`src/rtl/rxwb_pkg.sv`:
```
package rxwb_pkg;
  localparam logic [15:0] CMD_CLR_OPCODE = 16'h0110;
  localparam logic [7:0]  CMD_CLR_MAGIC  = 8'h02;
endpackage

```
`src/rtl/rxwb_stat_mem.sv`:
```
module rxwb_stat_mem #(
  parameter int RING_DEPTH = 32,
  parameter int STAT_W     = 8,
  localparam int IDX_W     = $clog2(RING_DEPTH)
) (
  input  logic              clk_i,
  input  logic              wr_en_i,
  input  logic [IDX_W-1:0]  wr_idx_i,
  input  logic [STAT_W-1:0] wr_stat_i,
  input  logic [IDX_W-1:0]  rd_idx_i,
  output logic [STAT_W-1:0] rd_stat_o
);
  logic [STAT_W-1:0] mem_q [RING_DEPTH];

  always_ff @(posedge clk_i) begin
    if (wr_en_i) mem_q[wr_idx_i] <= wr_stat_i;
  end

  assign rd_stat_o = mem_q[rd_idx_i];
endmodule

```
`src/rtl/rxwb_mode_ctl.sv`:
```
module rxwb_mode_ctl
  import rxwb_pkg::*;
(
  input  logic        clk_i,
  input  logic        rst_ni,
  input  logic        cmd_valid_i,
  input  logic [15:0] cmd_opcode_i,
  input  logic [7:0]  cmd_magic_i,
  input  logic        idle_i,
  output logic        single_mode_o
);
  logic clr_pend_q;
  logic cmd_hit;

  assign cmd_hit = cmd_valid_i && (cmd_opcode_i == CMD_CLR_OPCODE)
                   && (cmd_magic_i == CMD_CLR_MAGIC);

  always_ff @(posedge clk_i or negedge rst_ni) begin
    if (!rst_ni) begin
      single_mode_o <= 1'b1;
      clr_pend_q    <= 1'b0;
    end else begin
      if (cmd_hit && single_mode_o) clr_pend_q <= 1'b1;
      // switch only once the drain in single mode is complete
      if (clr_pend_q && idle_i) begin
        single_mode_o <= 1'b0;
        clr_pend_q    <= 1'b0;
      end
    end
  end

  AST_ONE_WAY: assert property (@(posedge clk_i) disable iff (!rst_ni)
    !single_mode_o |=> !single_mode_o);
  AST_DRAIN_FIRST: assert property (@(posedge clk_i) disable iff (!rst_ni)
    $fell(single_mode_o) |-> $past(idle_i));
endmodule

```
`src/rtl/rxwb_sched.sv`:
```
module rxwb_sched #(
  parameter int RING_DEPTH = 32,
  parameter int GROUP      = 4,
  parameter int STAT_W     = 8,
  localparam int IDX_W     = $clog2(RING_DEPTH),
  localparam int CNT_W     = $clog2(RING_DEPTH + 1),
  localparam int OFF_W     = $clog2(GROUP),
  localparam int GCNT_W    = $clog2(GROUP + 1)
) (
  input  logic              clk_i,
  input  logic              rst_ni,
  input  logic              single_mode_i,
  input  logic              cmpl_valid_i,
  input  logic [IDX_W-1:0]  cmpl_idx_i,
  input  logic              irq_i,
  input  logic              wb_ready_i,
  output logic [IDX_W-1:0]  rd_idx_o,
  input  logic [STAT_W-1:0] rd_stat_i,
  output logic              wb_valid_o,
  output logic [IDX_W-1:0]  wb_start_o,
  output logic [GCNT_W-1:0] wb_count_o,
  output logic [STAT_W-1:0] wb_status_o,
  output logic              idle_o
);
  logic [IDX_W-1:0]  head_q, tail_q, head_nxt, tail_nxt;
  logic [CNT_W-1:0]  cnt_q, force_q, issued;
  logic [GCNT_W-1:0] room, n;
  logic [IDX_W:0]    head_sum, tail_sum;
  logic              go;

  assign room = GCNT_W'(GROUP) - GCNT_W'(head_q[OFF_W-1:0]);

  always_comb begin
    go = 1'b0;
    n  = '0;
    if (!wb_valid_o) begin
      if (single_mode_i) begin
        if (cnt_q != '0) begin go = 1'b1; n = GCNT_W'(1); end
      end else if (cnt_q >= CNT_W'(room)) begin
        go = 1'b1; n = room;
      end else if (force_q != '0) begin
        go = 1'b1; n = GCNT_W'(force_q); // force_q < room here
      end
    end
  end

  assign issued   = go ? CNT_W'(n) : '0;
  assign head_sum = {1'b0, head_q} + (IDX_W+1)'(n);
  assign head_nxt = (head_sum == (IDX_W+1)'(RING_DEPTH)) ? '0 : head_sum[IDX_W-1:0];
  assign tail_sum = {1'b0, tail_q} + (IDX_W+1)'(1);
  assign tail_nxt = (tail_sum == (IDX_W+1)'(RING_DEPTH)) ? '0 : tail_sum[IDX_W-1:0];
  assign rd_idx_o = head_q + IDX_W'(n) - IDX_W'(1);
  assign idle_o   = (cnt_q == '0) && !wb_valid_o;

  always_ff @(posedge clk_i or negedge rst_ni) begin
    if (!rst_ni) begin
      head_q      <= '0;
      tail_q      <= '0;
      cnt_q       <= '0;
      force_q     <= '0;
      wb_valid_o  <= 1'b0;
      wb_start_o  <= '0;
      wb_count_o  <= '0;
      wb_status_o <= '0;
    end else begin
      cnt_q <= cnt_q + CNT_W'(cmpl_valid_i) - issued;
      if (cmpl_valid_i) tail_q <= tail_nxt;
      if (single_mode_i)             force_q <= '0;
      else if (irq_i)                force_q <= cnt_q - issued;
      else if (force_q > issued)     force_q <= force_q - issued;
      else                           force_q <= '0;
      if (go) begin
        head_q      <= head_nxt;
        wb_valid_o  <= 1'b1;
        wb_start_o  <= head_q;
        wb_count_o  <= n;
        wb_status_o <= rd_stat_i;
      end else if (wb_valid_o && wb_ready_i) begin
        wb_valid_o  <= 1'b0;
      end
    end
  end

  AST_SINGLE_ONE: assert property (@(posedge clk_i) disable iff (!rst_ni)
    (wb_valid_o && single_mode_i) |-> (wb_count_o == GCNT_W'(1)));
  AST_NO_CROSS: assert property (@(posedge clk_i) disable iff (!rst_ni)
    wb_valid_o |-> ((GCNT_W+1)'(wb_start_o[OFF_W-1:0]) + (GCNT_W+1)'(wb_count_o)
                    <= (GCNT_W+1)'(GROUP)));
  AST_HOLD: assert property (@(posedge clk_i) disable iff (!rst_ni)
    (wb_valid_o && !wb_ready_i) |=>
      (wb_valid_o && $stable(wb_start_o) && $stable(wb_count_o)));
  AST_NO_OVERFLOW: assert property (@(posedge clk_i) disable iff (!rst_ni)
    cmpl_valid_i |-> (cnt_q < CNT_W'(RING_DEPTH)));
  AST_IN_ORDER: assert property (@(posedge clk_i) disable iff (!rst_ni)
    cmpl_valid_i |-> (cmpl_idx_i == tail_q));
  AST_FORCE_BOUND: assert property (@(posedge clk_i) disable iff (!rst_ni)
    force_q <= cnt_q);
endmodule

```
`src/rtl/rxwb_coalescer.sv`:
```
module rxwb_coalescer #(
  parameter int RING_DEPTH = 32,
  parameter int GROUP      = 4,
  parameter int STAT_W     = 8,
  localparam int IDX_W     = $clog2(RING_DEPTH),
  localparam int GCNT_W    = $clog2(GROUP + 1)
) (
  input  logic              clk_i,
  input  logic              rst_ni,
  input  logic              cmpl_valid_i,
  input  logic [IDX_W-1:0]  cmpl_idx_i,
  input  logic [STAT_W-1:0] cmpl_status_i,
  input  logic              irq_i,
  input  logic              cmd_valid_i,
  input  logic [15:0]       cmd_opcode_i,
  input  logic [7:0]        cmd_magic_i,
  output logic              wb_valid_o,
  input  logic              wb_ready_i,
  output logic [IDX_W-1:0]  wb_start_o,
  output logic [GCNT_W-1:0] wb_count_o,
  output logic [STAT_W-1:0] wb_status_o,
  output logic              single_mode_o
);
  logic [IDX_W-1:0]  rd_idx;
  logic [STAT_W-1:0] rd_stat;
  logic              idle;

  rxwb_stat_mem #(.RING_DEPTH(RING_DEPTH), .STAT_W(STAT_W)) u_mem (
    .clk_i     (clk_i),
    .wr_en_i   (cmpl_valid_i),
    .wr_idx_i  (cmpl_idx_i),
    .wr_stat_i (cmpl_status_i),
    .rd_idx_i  (rd_idx),
    .rd_stat_o (rd_stat)
  );

  rxwb_sched #(.RING_DEPTH(RING_DEPTH), .GROUP(GROUP), .STAT_W(STAT_W)) u_sched (
    .clk_i         (clk_i),
    .rst_ni        (rst_ni),
    .single_mode_i (single_mode_o),
    .cmpl_valid_i  (cmpl_valid_i),
    .cmpl_idx_i    (cmpl_idx_i),
    .irq_i         (irq_i),
    .wb_ready_i    (wb_ready_i),
    .rd_idx_o      (rd_idx),
    .rd_stat_i     (rd_stat),
    .wb_valid_o    (wb_valid_o),
    .wb_start_o    (wb_start_o),
    .wb_count_o    (wb_count_o),
    .wb_status_o   (wb_status_o),
    .idle_o        (idle)
  );

  rxwb_mode_ctl u_mode (
    .clk_i         (clk_i),
    .rst_ni        (rst_ni),
    .cmd_valid_i   (cmd_valid_i),
    .cmd_opcode_i  (cmd_opcode_i),
    .cmd_magic_i   (cmd_magic_i),
    .idle_i        (idle),
    .single_mode_o (single_mode_o)
  );
endmodule

```
`config.mk`:
```
export PLATFORM = sky130hd
export DESIGN_NAME = rxwb_coalescer
export DESIGN_NICKNAME = d
export VERILOG_FILES = /design/src/rtl/rxwb_pkg.sv /design/src/rtl/rxwb_stat_mem.sv /design/src/rtl/rxwb_mode_ctl.sv /design/src/rtl/rxwb_sched.sv /design/src/rtl/rxwb_coalescer.sv
export SDC_FILE = /design/constraint.sdc
export NUM_CORES = 1
export LEC_CHECK = 0
export BUFFER_PORTS_ARGS = -buffer_cell sky130_fd_sc_hd__buf_2
export CAP_MARGIN = 0
export CORE_AREA = 2 2 149 151
export CTS_BUF_LIST = sky130_fd_sc_hd__clkbuf_8
export DETAILED_ROUTE_END_ITERATION = 10
export DIE_AREA = 0 0 151 153
export GPL_TIMING_DRIVEN = 0
export PLACE_DENSITY_LB_ADDON = 0.1
export SYNTH_ARGS = -nofsm -noshare
export SYNTH_HDL_FRONTEND = slang
export SYNTH_SLANG_ARGS = --single-unit
```
`constraint.sdc`:
```
create_clock -name clk_i -period 5.8 [get_ports clk_i]
set_input_delay 1.74 -clock clk_i [delete_from_list [all_inputs] [get_ports clk_i]]
set_output_delay 1.74 -clock clk_i [all_outputs]
set_load 0.01 [all_outputs]
```
==> results_dict.tcl <==
set metrics [dict create \
    endpoint "u_sched.wb_status_o[7]" \
    synth-main-ff-cell "edfxtp_1" \
    synthArstFlopShare_pct 12.3 \
    arrival_ns 5.86 \
    grt_usage_pct 23.6 \
    io_pins 61 \
    cts_buffer_depth 3 \
    area_growth_syn_to_layout_pct 12.1 \
    syn_nets 762 \
    synth.yosys.warnings 0 \
    numCtsBuffers 48 \
    crit_fanout 10 \
    first_global_vias 6888 \
    syn_area_um2 12700 \
    setup_violations 0 \
    initial_utilization_pct 59.2 \
    io_buffers 59 \
    synth_top_area_share_pct 60.4 \
    rsz0062_at_grt "no" \
    outcome "finished clean" \
    htree_levels 2 \
    drcViolationCount 0 \
    maxSlewHeadroom_pct 20.6 \
    dpl.hpwl_um 16900 \
    wl_per_cell_um 23.5 \
    grt_pass1_wl_um 39500 \
    die_w_um 151 \
    vias_per_cell 5.94 \
    cts_root_buf "clkbuf_8" \
    regToRegStartpoint "u_sched.head_q[0]" \
    yosys-top-cells-count "edfxtp_1 (256), mux2i_1 (50), mux4_1 (47)" \
    synth_edf_count 256 \
    drive_above_1_share_pct 21.9 \
    fin_skew_ns 0.0175 \
    die_area_um2 23100 \
    synth_top_cell_by_area "edfxtp_1" \
    routed_wirelength_um 26100 \
    grt_max_degree 37 \
    synthTopCellsByArea "edfxtp_1 (60%), mux4_1 (9.7%), dfrtp_1 (6.9%)" \
    syn_avg_cell_area_um2 18.7 \
    drt_iter0_drc 527 \
    rows 54 \
    yosysUniqueCellTypes 49 \
    synth_most_common_cell "edfxtp_1" \
    regToRegSetupSlack_ns 0.38 \
    ff2ff_path_depth 22 \
    fillers 1496 \
    ys_ff_latch 292 \
    postCtsSetupRepairBufs 0 \
    final_antenna_net_count 0 \
    crit_required_ns 6.23 \
    antenna_found_initial 0 \
    tns_ns 0 \
    end_kind "flip-flop" \
    worstSetupStartpoint "u_sched.head_q[0]" \
    slew_viol_final 0 \
    cts.sinks 292 \
    tightestPinTransition_ns 1.18 \
    ys_seq_area_share_pct 67.5 \
    dr.pass1.iters 5 \
    cts_tree "built" \
    core_um2 21500 \
    clock_latency_ns 0.55 \
    fp.dieH_um 153 \
    netlist_instances 681 \
    post-route-period-util_pct 93.5 \
    reg2reg_to "u_sched.wb_status_o[7]" \
    worstSetupPathType "reg2reg" \
    place.gp.congestion 0.787 \
    clk_pin_slew_ns 0.06 \
    final_hold_viol_count 0 \
    holdBufCountCts 0 \
    overflow 0 \
    diodes 0 \
    vias 6577 \
    max_freq_ghz 0.184 \
    nNetsFinal 871 \
    hold_path.class "reg2reg" \
    start_kind "flip-flop" \
    drv_cap 0 \
    period_minus_slack_ns 5.42 \
]
-- layer usage --
metal | up-vias | share of wire [%] | global-route usage [%]
li1 | 2959 | - | -
met1 | 3348 | 40 | 31.1
met2 | 218 | 52 | 40.0
met3 | 52 | 5.5 | 4.12
met4 | 0 | 2.9 | 8.06
met5 | - | 0 | 0
-- cells by family after synthesis --
logic type	Yosys count	synth area share (%)
AOI/OAI and AO/OA	54	2.66
xor gates and xnor gates	14	0.963
adders and majority gates	38	4.09
buffers and inverters	58	2.93
DFF	292	67.5
muxes	133	18.3
and+or+nand+nor	92	3.54
-- layout make-up --
| type | instances | area, um2 | area share [%] |
|---|---|---|---|
| clock buffer | 50 | 688 | 4.83 |
| multi-input combinational | 331 | 3780 | 26.5 |
| inverter | 33 | 124 | 0.869 |
| buffer | 25 | 249 | 1.75 |
| clock inverter | 38 | 181 | 1.27 |
| timing repair buffer | 59 | 295 | 2.07 |
| tap | 280 | 350 | 2.46 |
| sequential | 292 | 8590 | 60.2 |
-- per-stage QoR --
step           area (um2)  hold slack, ns  setup slack, ns  instances  util, %
2_1_floorplan       12700           0.421             1.16        681        -
3_3_place_gp        13400           0.446            0.149       1020     62.2
3_5_place_dp        13400           0.462            0.131       1020     62.2
4_1_cts             14200           0.480            0.103       1108     66.3
5_1_grt             14300           0.505           0.0435       1108     66.4
6_report            14300           0.483            0.377       1108     66.4
-- cells in the final DEF, fill, tap and decap left out, types with 14 or more instances in the layout --
cell,instances
edfxtp_1,256
buf_2,62
clkbuf_8,54
mux2i_1,50
inv_1,49
mux4_1,47
nor2_1,46
dfrtp_1,35
ha_1,32
mux2_2,18
o21ai_0,17
mux4_2,17
clkinv_1,14
-- how the worst min path moves through the flow --
stage / startpoint / end / cells past startpoint / slack (ns)
2_1_floorplan: u_mode.clr_pend_q / u_mode.single_mode_o / 1 / 0.42
3_3_place_gp: u_mode.clr_pend_q / u_mode.single_mode_o / 1 / 0.45
3_5_place_dp: u_mode.clr_pend_q / u_mode.single_mode_o / 1 / 0.46
4_1_cts: u_mode.clr_pend_q / u_mode.single_mode_o / 1 / 0.48
5_1_grt: u_sched.wb_count_o[1] / u_sched.wb_count_o[1] / 1 / 0.51
6_report: u_sched.wb_count_o[1] / u_sched.wb_count_o[1] / 1 / 0.48
-- worst max-delay path, cell delays in order, from the launching register on --
cell and delay [ns]:
dfrtp_1 0.41, inv_1 0.11, ha_1 0.31, inv_1 0.05, ha_1 0.26, inv_1 0.04, o21ai_1 0.28, a21oi_2 0.20
or2_2 0.32, buf_2 0.15, buf_2 0.18, a21o_1 0.19, ha_1 0.19, inv_1 0.06, ha_1 0.19, inv_1 0.07
fa_1 0.51, xor2_4 0.36, buf_4 0.30, mux2i_1 0.39, mux2i_1 0.14, mux2_2 0.32, mux2_2 0.27
-- registers in the layout (all words and copies together) (netlist names) --
name and count:
u_sched.wb_start_o 5, u_sched.force_q 6, u_sched.head_q 5, u_sched.cnt_q 6, u_mem.mem_q 256, u_sched.wb_count_o 3, u_mode.single_mode_o 1, u_sched.wb_valid_o 1
u_sched.wb_status_o 8, u_mode.clr_pend_q 1
-- what timing repair did --
item                                    in CTS  in global routing
resized for setup                            0                  2
endpoints found under the setup margin       0                  8
endpoints found under the hold margin        0                  0
Power is left out: the tool's default activity adds up to more than one toggle a clock period on the data nets, which glitch-free logic cannot reach.
